File: config.mk
export PLATFORM = sky130hd
export DESIGN_NAME = txbd_ring_engine
export DESIGN_NICKNAME = d
export VERILOG_FILES = /design/src/rtl/txbd_pkg.sv /design/src/rtl/txbd_ptr_reg.sv /design/src/rtl/txbd_len_clamp.sv /design/src/rtl/txbd_ctrl.sv /design/src/rtl/txbd_ring_engine.sv
export SDC_FILE = /design/constraint.sdc
export NUM_CORES = 1
export LEC_CHECK = 0
export BUFFER_PORTS_ARGS = -buffer_cell sky130_fd_sc_hd__buf_4
export CORE_ASPECT_RATIO = 1.75
export CORE_MARGIN = 3
export CORE_UTILIZATION = 30
export CTS_BUF_LIST = sky130_fd_sc_hd__clkbuf_16
export CTS_CLUSTER_DIAMETER = 100
export DETAILED_ROUTE_END_ITERATION = 16
export GPL_TIMING_DRIVEN = 0
export PLACE_DENSITY_LB_ADDON = 0.15
export SYNTH_ARGS = -nofsm -noshare
export SYNTH_HDL_FRONTEND = slang
export SYNTH_HIERARCHICAL = 1
export SYNTH_SLANG_ARGS = --single-unit
File: constraint.sdc
create_clock -name clk -period 4.8 [get_ports clk]
set_input_delay 1.2 -clock clk [delete_from_list [all_inputs] [get_ports clk]]
set_output_delay 1.2 -clock clk [all_outputs]
set_load 0.05 [all_outputs]
File: src/rtl/txbd_pkg.sv
// Shared definitions for the transmit descriptor ring engine.
// Assumes little-endian descriptors: word 0 = {flags, length}, word 1 = buffer address.
package txbd_pkg;
    localparam int DESC_BYTES = 8;
    localparam int FLG_READY  = 31;   // word 0 bit: descriptor owned by the engine
    localparam int FLG_WRAP   = 29;   // word 0 bit: next descriptor is at ring base
    localparam int FLG_LAST   = 27;   // word 0 bit: last buffer of the frame

    typedef enum logic [2:0] {
        ST_IDLE,
        ST_RD0,
        ST_RD1,
        ST_BYTE,
        ST_FETCH,
        ST_PUSH,
        ST_FLUSH,
        ST_WB
    } txbd_state_e;
endpackage

File: src/rtl/txbd_ptr_reg.sv
// Current-descriptor pointer. Reloads from the ring base while disabled,
// otherwise steps by one descriptor or wraps when told to advance.
// Assumes ring_base is descriptor aligned.
module txbd_ptr_reg #(
    parameter int ADDR_W = 32
) (
    input  logic              clk,
    input  logic              rst_n,
    input  logic              enable,
    input  logic [ADDR_W-1:0] ring_base,
    input  logic              adv,
    input  logic              wrap,
    output logic [ADDR_W-1:0] ptr
);
    import txbd_pkg::*;

    localparam logic [ADDR_W-1:0] STEP = ADDR_W'(DESC_BYTES);

    // Pointer register: reset/disable reload, then advance or wrap.
    always_ff @(posedge clk) begin
        if (!rst_n || !enable) begin
            ptr <= ring_base;
        end else if (adv) begin
            ptr <= wrap ? ring_base : ptr + STEP;
        end
    end
endmodule

File: src/rtl/txbd_len_clamp.sv
// Per-frame byte counter with the length clamp. Given a descriptor length,
// reports how many bytes may be taken and whether the cap was exceeded.
// Assumes MAX_FRAME fits in 16 bits and add/clear never coincide.
module txbd_len_clamp #(
    parameter int MAX_FRAME = 2032
) (
    input  logic        clk,
    input  logic        rst_n,
    input  logic        enable,
    input  logic [15:0] len,
    input  logic        add,
    input  logic        clear,
    output logic [15:0] take,
    output logic        over
);
    localparam int CNT_W = $clog2(MAX_FRAME + 1);

    logic [CNT_W-1:0] count;
    logic [16:0]      room;

    // Remaining room in the frame and the clamped length.
    always_comb begin
        room = 17'(MAX_FRAME) - 17'(count);
        over = {1'b0, len} > room;
        take = over ? room[15:0] : len;
    end

    // Frame byte count: grows by each accepted buffer, clears at frame end.
    always_ff @(posedge clk) begin
        if (!rst_n || !enable || clear) begin
            count <= '0;
        end else if (add) begin
            count <= count + CNT_W'(take);
        end
    end
endmodule

File: src/rtl/txbd_ctrl.sv
// Sequencer: reads a descriptor, gathers its buffer byte by byte, streams it
// with a one-byte hold so the frame's last byte can carry the end marker,
// writes the descriptor back and raises event pulses.
// Assumes mem_rdata is valid in the cycle mem_valid && mem_ready.
module txbd_ctrl #(
    parameter int ADDR_W = 32
) (
    input  logic              clk,
    input  logic              rst_n,
    input  logic              enable,
    input  logic              start,
    input  logic [ADDR_W-1:0] ptr,
    input  logic [15:0]       take,
    input  logic              over,
    output logic [15:0]       desc_len,
    output logic              cnt_add,
    output logic              cnt_clear,
    output logic              ptr_adv,
    output logic              ptr_wrap,
    output logic              busy,
    output logic              mem_valid,
    output logic              mem_we,
    output logic [ADDR_W-1:0] mem_addr,
    output logic [31:0]       mem_wdata,
    input  logic              mem_ready,
    input  logic [31:0]       mem_rdata,
    output logic              tx_valid,
    output logic [7:0]        tx_data,
    output logic              tx_last,
    input  logic              tx_ready,
    output logic              evt_buf,
    output logic              evt_frame,
    output logic              evt_babble
);
    import txbd_pkg::*;

    localparam logic [ADDR_W-1:0] WORD1_OFS = ADDR_W'(4);

    txbd_state_e       state;
    logic [31:0]       word0_q;
    logic [15:0]       rem;
    logic [ADDR_W-1:0] baddr;
    logic              clamp_q;
    logic              hold_v;
    logic [7:0]        hold_d;
    logic [7:0]        lane;

    // Memory request decode from the state.
    always_comb begin
        mem_valid = (state == ST_RD0) || (state == ST_RD1) ||
                    (state == ST_FETCH) || (state == ST_WB);
        mem_we    = (state == ST_WB);
        case (state)
            ST_RD1:   mem_addr = ptr + WORD1_OFS;
            ST_FETCH: mem_addr = {baddr[ADDR_W-1:2], 2'b00};
            default:  mem_addr = ptr;
        endcase
        mem_wdata = word0_q & ~(32'h1 << FLG_READY);
    end

    // Byte lane selection for the buffer fetch.
    assign lane = mem_rdata[{baddr[1:0], 3'b000} +: 8];

    // Output stream and side controls to pointer and counter.
    always_comb begin
        busy      = (state != ST_IDLE);
        tx_valid  = (state == ST_PUSH) || (state == ST_FLUSH);
        tx_last   = (state == ST_FLUSH);
        tx_data   = hold_d;
        desc_len  = mem_rdata[15:0];
        cnt_add   = enable && (state == ST_RD0) && mem_ready && mem_rdata[FLG_READY];
        cnt_clear = enable && (state == ST_WB) && mem_ready && word0_q[FLG_LAST];
        ptr_adv   = enable && (state == ST_WB) && mem_ready;
        ptr_wrap  = word0_q[FLG_WRAP];
    end

    // Sequencer state, descriptor latch, byte hold and event pulses.
    always_ff @(posedge clk) begin
        if (!rst_n) begin
            state      <= ST_IDLE;
            word0_q    <= '0;
            rem        <= '0;
            baddr      <= '0;
            clamp_q    <= 1'b0;
            hold_v     <= 1'b0;
            hold_d     <= '0;
            evt_buf    <= 1'b0;
            evt_frame  <= 1'b0;
            evt_babble <= 1'b0;
        end else begin
            evt_buf    <= 1'b0;
            evt_frame  <= 1'b0;
            evt_babble <= 1'b0;
            if (!enable) begin
                state  <= ST_IDLE;
                hold_v <= 1'b0;
            end else begin
                case (state)
                    ST_IDLE: begin
                        if (start) state <= ST_RD0;
                    end
                    ST_RD0: begin
                        if (mem_ready) begin
                            if (!mem_rdata[FLG_READY]) begin
                                state <= ST_IDLE;
                            end else begin
                                word0_q <= mem_rdata;
                                rem     <= take;
                                clamp_q <= over;
                                state   <= ST_RD1;
                            end
                        end
                    end
                    ST_RD1: begin
                        if (mem_ready) begin
                            baddr <= mem_rdata[ADDR_W-1:0];
                            state <= ST_BYTE;
                        end
                    end
                    ST_BYTE: begin
                        if (rem != 16'd0) begin
                            state <= hold_v ? ST_PUSH : ST_FETCH;
                        end else if (word0_q[FLG_LAST] && hold_v) begin
                            state <= ST_FLUSH;
                        end else begin
                            state <= ST_WB;
                        end
                    end
                    ST_FETCH: begin
                        if (mem_ready) begin
                            hold_d <= lane;
                            hold_v <= 1'b1;
                            rem    <= rem - 16'd1;
                            baddr  <= baddr + ADDR_W'(1);
                            state  <= ST_BYTE;
                        end
                    end
                    ST_PUSH: begin
                        if (tx_ready) begin
                            hold_v <= 1'b0;
                            state  <= ST_BYTE;
                        end
                    end
                    ST_FLUSH: begin
                        if (tx_ready) begin
                            hold_v <= 1'b0;
                            state  <= ST_WB;
                        end
                    end
                    ST_WB: begin
                        if (mem_ready) begin
                            evt_buf    <= 1'b1;
                            evt_frame  <= word0_q[FLG_LAST];
                            evt_babble <= clamp_q;
                            state      <= ST_RD0;
                        end
                    end
                    default: state <= ST_IDLE;
                endcase
            end
        end
    end
endmodule

File: src/rtl/txbd_ring_engine.sv
// Top of the transmit descriptor ring engine: pointer, frame length clamp
// and sequencer wired together. Assumes one outstanding memory request.
module txbd_ring_engine #(
    parameter int ADDR_W    = 32,
    parameter int MAX_FRAME = 2032
) (
    input  logic              clk,
    input  logic              rst_n,
    input  logic              enable,
    input  logic              start,
    input  logic [ADDR_W-1:0] ring_base,
    output logic              busy,
    output logic              mem_valid,
    output logic              mem_we,
    output logic [ADDR_W-1:0] mem_addr,
    output logic [31:0]       mem_wdata,
    input  logic              mem_ready,
    input  logic [31:0]       mem_rdata,
    output logic              tx_valid,
    output logic [7:0]        tx_data,
    output logic              tx_last,
    input  logic              tx_ready,
    output logic              evt_buf,
    output logic              evt_frame,
    output logic              evt_babble
);
    logic [ADDR_W-1:0] ptr;
    logic [15:0]       desc_len;
    logic [15:0]       take;
    logic              over;
    logic              cnt_add;
    logic              cnt_clear;
    logic              ptr_adv;
    logic              ptr_wrap;

    txbd_ptr_reg #(.ADDR_W(ADDR_W)) u_ptr (
        .clk       (clk),
        .rst_n     (rst_n),
        .enable    (enable),
        .ring_base (ring_base),
        .adv       (ptr_adv),
        .wrap      (ptr_wrap),
        .ptr       (ptr)
    );

    txbd_len_clamp #(.MAX_FRAME(MAX_FRAME)) u_clamp (
        .clk    (clk),
        .rst_n  (rst_n),
        .enable (enable),
        .len    (desc_len),
        .add    (cnt_add),
        .clear  (cnt_clear),
        .take   (take),
        .over   (over)
    );

    txbd_ctrl #(.ADDR_W(ADDR_W)) u_ctrl (
        .clk        (clk),
        .rst_n      (rst_n),
        .enable     (enable),
        .start      (start),
        .ptr        (ptr),
        .take       (take),
        .over       (over),
        .desc_len   (desc_len),
        .cnt_add    (cnt_add),
        .cnt_clear  (cnt_clear),
        .ptr_adv    (ptr_adv),
        .ptr_wrap   (ptr_wrap),
        .busy       (busy),
        .mem_valid  (mem_valid),
        .mem_we     (mem_we),
        .mem_addr   (mem_addr),
        .mem_wdata  (mem_wdata),
        .mem_ready  (mem_ready),
        .mem_rdata  (mem_rdata),
        .tx_valid   (tx_valid),
        .tx_data    (tx_data),
        .tx_last    (tx_last),
        .tx_ready   (tx_ready),
        .evt_buf    (evt_buf),
        .evt_frame  (evt_frame),
        .evt_babble (evt_babble)
    );
endmodule

==> results_dict.tcl, run 1 <==
set metrics [dict create \
    status "complete, but fails checks" \
    violations "negative setup slack" \
    final_util_pct 39.5 \
    clockRootBuffer "clkbuf_16" \
    ys_ff_latch 138 \
    min_path_type "flop to flop" \
    netlist.area_leader.share_pct 21.8 \
    grt.overflow.total 0 \
    nets 1561 \
    synthArstFlopShare_pct 0 \
    p_leak_nw 4.78 \
    crit_path_start_kind "flop" \
    layout_commonest_cell "nand2_1" \
    cts_hold_buf 0 \
    place_congestion 0.874 \
    fmax_ghz 0.208 \
    synth_edf_count 32 \
    total_power_mw 3.24 \
    vias_per_cell 5.72 \
    synth_area_um2 9760 \
    holdPathStages 2 \
    fin_crit_sh_pct 100 \
    area_delta_synth_final_pct 28.5 \
    grt_max_degree 31 \
    powerDensity_nw_per_um2 258 \
    synth.net_count 1362 \
    drt-total-wl_um 41000 \
    diodes 0 \
    gr-usage-all-layers_pct 23.1 \
    avgRoutedWirePerCell_um 21.9 \
    clock_sinks 138 \
    hold_viol_final 0 \
    post-dp-hpwl_um 31400 \
    tns_ns -0.0105 \
    cap_violations 0 \
    grt_pass1_vias 10300 \
    drtPass1Iterations 5 \
    fillers 3327 \
    synth_cells 1258 \
    max-slew-margin-rel_pct 7.27 \
    syn_area_per_cell_um2 7.75 \
    start_util_pct 30.7 \
    clk_latency_ns 0.46 \
    path_max_fanout 5 \
    fin_skew_ns 0.0166 \
    core-area_um2 31700 \
    synth.distinct_cells 95 \
    rsz0062_at_grt "yes" \
    worst_pin_slew_ns 1.38 \
    critical_path_required_ns 5.14 \
    drt_drc_violations_left 0 \
    die_area_um2 34800 \
    cp.arrival_ns 5.15 \
    worstRegToRegCells 25 \
    cts_tree "built" \
    setup_ws_ns -0.0105 \
    synth_area_leaders "dfxtp_1 (22%), edfxtp_1 (9.8%), nand2_1 (8.9%)" \
    drt_iter0_drc 697 \
    die_x_um 142 \
    antenna_left 0 \
    cts_inserted_buffers 17 \
    io_pins 150 \
    antenna_found_initial 0 \
    ys_seq_area_share_pct 31.6 \
    clkTransAtPathRegs_ns 0.07 \
    drive_gt1_share_pct 23.0 \
    holdWs_ns 0.454 \
    fp.dieH_um 245 \
    port-buffer-count 147 \
    worst-setup-path-type "flop to flop" \
    cts.path.max_buffers 2 \
    cp-end-kind "flop" \
    core.rowCount 86 \
    synth_ff_type "dfxtp_1" \
    yosysTopAreaCell "dfxtp_1" \
    finalCriticalPeriod_ns 4.81 \
    grt_pass1_wl_um 61300 \
    yosys_warnings 6 \
    mostFrequentLayoutCells "nand2_1 (230), buf_4 (194), dfxtp_1 (102)" \
    maxSlewViolCount 0 \
    htreeDepth 4 \
    vdd_drop_max_mv 0.261 \
    setup_viol 1 \
    dr_total_vias 10700 \
]
synthesized netlist by cell type, types with 5 or more instances:
cell        n
o211ai_1   18
inv_1      32
a21oi_1    85
buf_4      19
a221o_1     6
o21ai_0    79
nor3_1     27
nand4_1    32
buf_6       5
mux2i_1    13
nand3_1    65
and4_1     11
nor4_1     16
xor2_1     12
or4_1      12
a21o_1      7
buf_2      12
nand2_1   232
o311ai_0    9
dfxtp_1   106
a22oi_1     8
mux2_2      5
or3_1      15
edfxtp_1   32
o31a_1      5
ha_1       33
o31ai_1    12
nor2_1     77
a211o_1     5
xnor2_1    21
buf_1       9
clkbuf_1   53
and2_1     14
a31oi_1    29
a211oi_1   10
and3_1     22
mux4_2      8
a311oi_1    5
a41oi_1     5
through the flow:
step	cells	instance area, um^2	worst slack [ns]
finish	1866	12500	-0.0105
global route	1866	12500	-0.151
CTS	1850	12300	-0.0190
detailed placement	1801	11400	-1.27
global placement	1801	11400	-1.19
floorplan	1258	9760	-0.00469
cell type report:
cell class	instances	area, um^2	share of cell area, %
buffer	98	508	4.05
clock buffer	17	425	3.39
clock inverter	15	166	1.33
inverter	33	129	1.03
multi-input combinational	989	6330	50.5
sequential	138	3090	24.7
tap	396	495	3.95
timing repair buffer	180	1390	11.1
flip-flops by register name (all words and copies together) (netlist names):
name               count
u_ctrl/rem            16
u_ctrl/state           3
u_ctrl/evt_babble      1
u_ctrl/hold_v          1
u_ctrl/baddr          32
u_ctrl/evt_frame       1
u_ptr/ptr             32
u_ctrl/word0_q        31
u_ctrl/evt_buf         1
u_clamp/count         11
u_ctrl/clamp_q         1
u_ctrl/tx_data         8
final timing paths:
path | start | endpoint | slack, ns
worst max-delay path | u_clamp/count[1] | u_clamp/count[10] | -0.01
worst max register to register | u_clamp/count[1] | u_clamp/count[10] | -0.01
worst min-delay path | u_ctrl/word0_q[12] | u_ctrl/word0_q[12] | 0.45
worst min register to register | u_ctrl/word0_q[12] | u_ctrl/word0_q[12] | 0.45
what timing repair did:
| item | in CTS | in global routing |
|---|---|---|
| buffers inserted | 16 | 16 |
| gates resized for setup | 49 | 28 |
| cloned | 1 | 0 |
| pin swaps | 21 | 36 |
| setup endpoints to repair | 9 | 3 |
routing by layer:
layer  track usage, %  up-vias  wire length [um]
li1                 -     5062                 -
met1             24.8     5107             14700
met2             42.6      390             22100
met3             3.13      106              1940
met4             12.6        0              2300
met5                0        -                 0
cells by family after synthesis:
logic type	synth area share (%)
muxes	3.91
other	0.0384
buffers and inverters	6.31
AOI/OAI and AO/OA	21.7
and+or+nand+nor	29.1
adders and majority gates	4.44
DFF	31.6
xor gates and xnor gates	2.96
power by group:
group / internal [mW] / switching, mW
combinational: 0.220 / 0.370
clock: 0.703 / 0.654
sequential: 1.23 / 0.0646
worst max-delay path, stage by stage (launching register included):
cell,delay [ns]
dfxtp_4,0.37
inv_4,0.06
ha_4,0.13
nor3b_4,0.23
nand3_2,0.13
and2_4,0.20
xnor2_4,0.15
inv_2,0.08
ha_4,0.26
nand4_1,0.20
o41ai_4,0.45
o21ai_2,0.14
buf_6,0.16
buf_8,0.13
nand2_4,0.07
o21ai_4,0.07
ha_4,0.17
fa_2,0.41
a21oi_4,0.15
o2111ai_2,0.15
o211ai_1,0.17
o21a_2,0.26
nor3b_2,0.06
mux2_4,0.29
o21ai_2,0.13
o31ai_2,0.07
Power figures use the tool's default switching activity.
==> run 2, diff against run 1 <==
--- a/config.mk
+++ b/config.mk
@@ -6,5 +6,5 @@
 export NUM_CORES = 1
 export LEC_CHECK = 0
-export BUFFER_PORTS_ARGS = -buffer_cell sky130_fd_sc_hd__buf_4
+export BUFFER_PORTS_ARGS = -buffer_cell sky130_fd_sc_hd__clkbuf_2
 export CORE_ASPECT_RATIO = 1.75
 export CORE_MARGIN = 3
==> constraint.sdc (replaced) <==
create_clock -name clk -period 4.8 [get_ports clk]
set_input_delay 0.24 -clock clk [delete_from_list [all_inputs] [get_ports clk]]
set_output_delay 0.24 -clock clk [all_outputs]
set_load 0.05 [all_outputs]
==> run 2 against run 1 <==
  * The run now ends clean
  * Worst setup slack improved by 0.14 ns
  * Combinational power fell by 6.8%
  * Power fell by 4.4%
  * Final cell count down 0.43%
  * Flip-flop and latch count stayed put
  * Wire length shrank 0.67%
  * Hold slack got worse by 0.39 ns
  * Global-route usage decreased by 0.25 points
  * Clock skew shrank 0.0027 ns
  * Critical path depth stayed put
  * Maximum frequency rose by 3.1%
  * Sequential share of layout area up 0.99 points
  * Largest power group is now registers
==> results_dict.tcl, run 2 (synthesized netlist as in run 1, its figures left out) <==
set metrics [dict create \
    status "complete, no violations" \
    detailedPlace.worstSlack_ns -1.23 \
    seq_area_um2 3090 \
    worst-setup-path-type "flop to flop" \
    drtPass1Iterations 5 \
    cp.arrival_ns 5.01 \
    max-slew-margin-rel_pct 7.80 \
    min_from "ring_base[4]" \
    rsz0062_at_grt "yes" \
    r2r-end "u_clamp/count[10]" \
    clock_sinks 138 \
    critPathTopFamily "compound AO/OA/AOI/OAI gates" \
    grt.overflow.total 0 \
    grt_pass1_vias 10400 \
    clkTransAtPathRegs_ns 0.07 \
    setup_viol 0 \
    core.rowCount 86 \
    fp.dieH_um 245 \
    layout_commonest_cell "nand2_1" \
    antenna_found_initial 0 \
    worst-r2r-setup-slack_ns 0.13 \
    total_power_mw 3.10 \
    nets 1554 \
    min_path_type "input port to flop" \
    antenna_left 0 \
    io_pins 150 \
    cts_inserted_buffers 17 \
    reg_top3 "u_ctrl/baddr (32), u_ptr/ptr (32), u_ctrl/word0_q (31)" \
    crit_path_max_incr_delay_ns 0.36 \
    cts.path.max_buffers 2 \
    drt-total-wl_um 40700 \
    clk_latency_ns 0.45 \
    hold_viol_final 0 \
    core-area_um2 31700 \
    critical_path_required_ns 5.14 \
    holdWs_ns 0.0636 \
    dp.cells 1801 \
    crit_slowest_cell "dfxtp_4" \
    start_util_pct 30.7 \
    post-dp-hpwl_um 31300 \
    fin_skew_ns 0.0140 \
    grt_pass1_wl_um 60400 \
    worst_pin_slew_ns 1.37 \
    cts_tree "built" \
    grt_max_degree 31 \
    vias_per_cell 5.69 \
    cp-end-kind "flop" \
    p_leak_nw 4.59 \
    gr-usage-all-layers_pct 22.8 \
    htreeDepth 4 \
    whs_endpoint "u_ptr/ptr[4]" \
    drt_iter0_drc 739 \
    crit_path_start_kind "flop" \
    holdPathStages 3 \
    drt_drc_violations_left 0 \
    path_max_fanout 8 \
    place_congestion 0.887 \
    dr_total_vias 10600 \
    r2r_start "u_clamp/count[0]" \
    diodes 0 \
    final_util_pct 38.0 \
    final_cells 1858 \
    cts_hold_buf 0 \
    clockRootBuffer "clkbuf_16" \
    maxSlewViolCount 0 \
    drive_gt1_share_pct 22.4 \
    area_delta_synth_final_pct 23.5 \
    port-buffer-count 147 \
    fmax_ghz 0.214 \
    fin_crit_sh_pct 97.2 \
    crit_buf_inv 4 \
    mostFrequentLayoutCells "nand2_1 (230), clkbuf_2 (147), dfxtp_1 (103)" \
    critPathMostFrequentCell "ha_4" \
    worstRegToRegCells 25 \
    multiInputGateArea_um2 6350 \
    finalCriticalPeriod_ns 4.67 \
    vdd_drop_max_mv 0.264 \
    die_area_um2 34800 \
    setup_ws_ns 0.132 \
    cap_violations 0 \
    avgRoutedWirePerCell_um 21.9 \
    die_x_um 142 \
    crit_start "u_clamp/count[0]" \
    fillers 3344 \
    powerDensity_nw_per_um2 257 \
]
[run 2: worst max path at each step]
stage	to	slack [ns]	depth (start not counted)
floorplan	u_clamp/count[9]	0.05	23
detailed placement	u_clamp/count[9]	-1.23	23
global route	u_clamp/count[10]	-0.08	25
CTS	u_clamp/count[10]	0.02	26
finish	u_clamp/count[10]	0.13	25
global placement	u_clamp/count[9]	-1.22	23
[run 2: layer usage]
metal,wire length [um],GRT usage [%],vias to the layer above
met5,0,0,-
met4,2330,13.6,0
met3,1770,2.95,104
met2,21800,42.2,370
met1,14800,24.1,5071
li1,-,-,5028
[run 2: cell type report]
| type | instances | area share (%) |
|---|---|---|
| Timing Repair Buffer | 174 | 7.82 |
| Buffer | 97 | 4.12 |
| Inverter | 33 | 1.07 |
| Clock inverter | 14 | 0.945 |
| Tap cell | 396 | 4.11 |
| Sequential cell | 138 | 25.7 |
| Clock buffer | 17 | 3.53 |
| Multi-Input combinational cell | 989 | 52.7 |
[run 2: timing repair]
action                                 CTS  global route
resized for setup                       38            40
pin swaps                               14            24
endpoints found under the hold margin    0             0
setup endpoints to repair                8             4
gates cloned                             0             0
buffers inserted                        13            14
[run 2: stage by stage]
stage	TNS (ns)	cell area, um^2
after floorplan	0	9760
after global placement	-4.76	11000
after detailed placement	-4.71	11000
after CTS	0	11800
after global routing	-0.164	12000
final	0	12000
[run 2: worst reg2reg max path, delay by kind of cell (launching register included)]
kind	cells	cell delay, ns
flip-flops	1	0.36
XOR/XNOR	1	0.19
multiplexers	1	0.28
AO/OA/AOI/OAI	8	1.37
buffers and inverters	4	0.47
adder cells (fa/ha/maj)	3	0.63
AND/OR/NAND/NOR	8	1.28
[run 2: power breakdown]
group / switching (mW) / total (mW) / internal [mW]
combinational: 0.370 / 0.551 / 0.181
sequential: 0.0650 / 1.29 / 1.23
clock: 0.585 / 1.25 / 0.668
total: 1.02 / 3.10 / 2.08
==> run 3, diff against run 2 <==
CORE_ASPECT_RATIO = default   (was 1.75)
CORE_UTILIZATION = 46   (was 30)
==> run 3 against run 2 <==
  * Final cell count down 6.8%
  * Non-clock buffer count down 2
  * Sequential share of layout area up 0.35 points
  * Critical endpoint unchanged
  * The run now ends with negative setup slack left
  * Largest power group is now clock
  * Clock skew down 0.0055 ns
  * Power up 4.6%
  * Sequential power about the same
==> results_dict.tcl, run 3 (synthesized netlist as in run 1, its figures left out) <==
set metrics [dict create \
    status "complete, but fails checks" \
    violations "negative setup slack" \
    setup_ws_ns -0.170 \
    clk_latency_ns 0.44 \
    clock_sinks 138 \
    rsz0062_at_grt "yes" \
    post-dp-hpwl_um 25600 \
    port-buffer-count 147 \
    fp.dieH_um 152 \
    p_sw_mw 1.03 \
    core.rowCount 52 \
    min_path_type "input port to flop" \
    reg_top3 "u_ctrl/baddr (32), u_ptr/ptr (32), u_ctrl/word0_q (31)" \
    cts_inserted_buffers 17 \
    crit_start "u_clamp/count[0]" \
    grt.overflow.total 0 \
    r2r-end "u_clamp/count[10]" \
    start_util_pct 47.5 \
    finalCriticalPeriod_ns 4.97 \
    fin_crit_sh_pct 104 \
    cts.path.max_buffers 2 \
    power_frac_clock_pct 43.7 \
    p_comb_share_pct 16.4 \
    layout_commonest_cell "nand2_1" \
    grt_pass1_wl_um 51900 \
    place_congestion 0.993 \
    vdd_drop_max_mv 0.226 \
    die_area_um2 23000 \
    pwr-share-seq_pct 39.9 \
    switching_share_pct 31.9 \
    mostFrequentLayoutCells "nand2_1 (231), clkbuf_2 (147), dfxtp_1 (104)" \
    io_pins 150 \
    crit_end "u_clamp/count[10]" \
    clkTransAtPathRegs_ns 0.07 \
    final_cells 1731 \
    drt_drc_violations_left 0 \
    gr-usage-all-layers_pct 29.1 \
    cts_tree "built" \
    vias_per_cell 6.10 \
    place_area_um2 10800 \
    antenna_found_initial 0 \
    setup_viol 1 \
    diodes 0 \
    avgRoutedWirePerCell_um 20.1 \
    worst-r2r-setup-slack_ns -0.17 \
    nets 1552 \
    clockRootBuffer "clkbuf_16" \
    core-area_um2 20600 \
    grt_max_degree 31 \
    area_delta_synth_final_pct 21.8 \
    r2r_start "u_clamp/count[0]" \
    max-slew-margin-rel_pct 17.8 \
    grt_pass1_vias 9387 \
    p_leak_nw 4.58 \
    fmax_ghz 0.201 \
    worst-setup-path-type "flop to flop" \
    dp.cells 1675 \
    cp-end-kind "flop" \
    holdWs_ns 0.0757 \
    crit_path_start_kind "flop" \
    die_x_um 152 \
    powerDensity_nw_per_um2 272 \
    dr_total_vias 10600 \
    antenna_left 0 \
    internal-power_mw 2.20 \
    maxSlewViolCount 0 \
    worstRegToRegCells 23 \
    drive_gt1_share_pct 21.5 \
    final_cell_area_um2 11900 \
    cp.arrival_ns 5.32 \
    drt_iter0_drc 1076 \
    path_max_fanout 10 \
    total_power_mw 3.24 \
    critical_path_required_ns 5.15 \
    worst_pin_slew_ns 1.23 \
    drtPass1Iterations 5 \
    htreeDepth 4 \
    drt-total-wl_um 34800 \
    cts_hold_buf 0 \
    cap_violations 0 \
    hold_viol_final 0 \
    fin_skew_ns 0.00851 \
]
run 3: cell count changes in the layout (fill, tap and decap cells not counted), sizes merged:
cell,before,now
clkinv,5,1
clkinvlp,2,1
buf,71,67
bufinv,0,2
clkbuf,217,219
inv,40,44
run 3: worst min path at each step:
stage	cells past startpoint	end	from	slack, ns
final	3	u_ptr/ptr[4]	ring_base[4]	0.08
after global routing	3	u_ptr/ptr[4]	ring_base[4]	0.07
after CTS	3	u_ctrl/word0_q[23]	mem_rdata[23]	0.05
after detailed placement	2	u_ctrl/clamp_q	u_ctrl/clamp_q	0.44
after global placement	2	u_ctrl/word0_q[0]	u_ctrl/word0_q[0]	0.44
after floorplan	2	u_ctrl/word0_q[29]	mem_rdata[29]	0.38
run 3: final cells by class:
type                    instances  area (um^2)
fillers                      1965         8680
multi-input cells             989         6260
flip-flops and latches        138         3090
repair buffers                171          937
plain buffers                  98          513
clock buffers                  17          425
well taps                     270          338
clock inverters                15          195
inverters                      33          126
run 3: worst max-delay path, stage by stage (launching register included):
cell and delay (ns):
dfxtp_4 0.37, inv_4 0.08, ha_4 0.13, nor3b_4 0.24, nand3_1 0.12, and2_4 0.18
xnor2_4 0.20, inv_2 0.08, ha_4 0.27, nand4_1 0.17, o41ai_2 0.52, o21ai_2 0.15
buf_6 0.16, clkbuf_4 0.19, o21ai_1 0.30, ha_1 0.33, or3_1 0.36, o211ai_1 0.13
o21a_1 0.29, buf_6 0.14, nand3_2 0.09, mux2i_2 0.23, o21ai_2 0.09, o31ai_1 0.06
run 3: layer usage:
metal | global-route usage, % | vias up | wire length, um
met5 | 0 | - | 0
met3 | 5.71 | 62 | 3200
met2 | 44.9 | 520 | 15500
li1 | - | 5025 | -
met4 | 9.21 | 0 | 910
met1 | 41.0 | 4949 | 15200
run 3: per-stage QoR:
stage	util, %	TNS [ns]	setup WS [ns]
after floorplan	-	0	0.0459
after global placement	52.7	-3.19	-0.919
after detailed placement	52.7	-3.70	-0.964
after CTS	56.2	0	0.00416
after global routing	57.8	-0.489	-0.302
final	57.8	-0.170	-0.170
run 3: power by group through the flow:
stage	clock network [mW]	registers (mW)	logic [mW]
after detailed placement	0	1.32	0.493
after global placement	0	1.31	0.490
final	1.42	1.29	0.531
after global routing	1.49	1.30	0.567
after CTS	1.43	1.29	0.501
after floorplan	0	1.30	0.336
run 3: what timing repair did:
action / in CTS / in global routing
setup buffers: 7 / 16
endpoints found under the setup margin: 8 / 5
cloned: 0 / 1
resized for setup: 17 / 40
pin swaps: 6 / 24
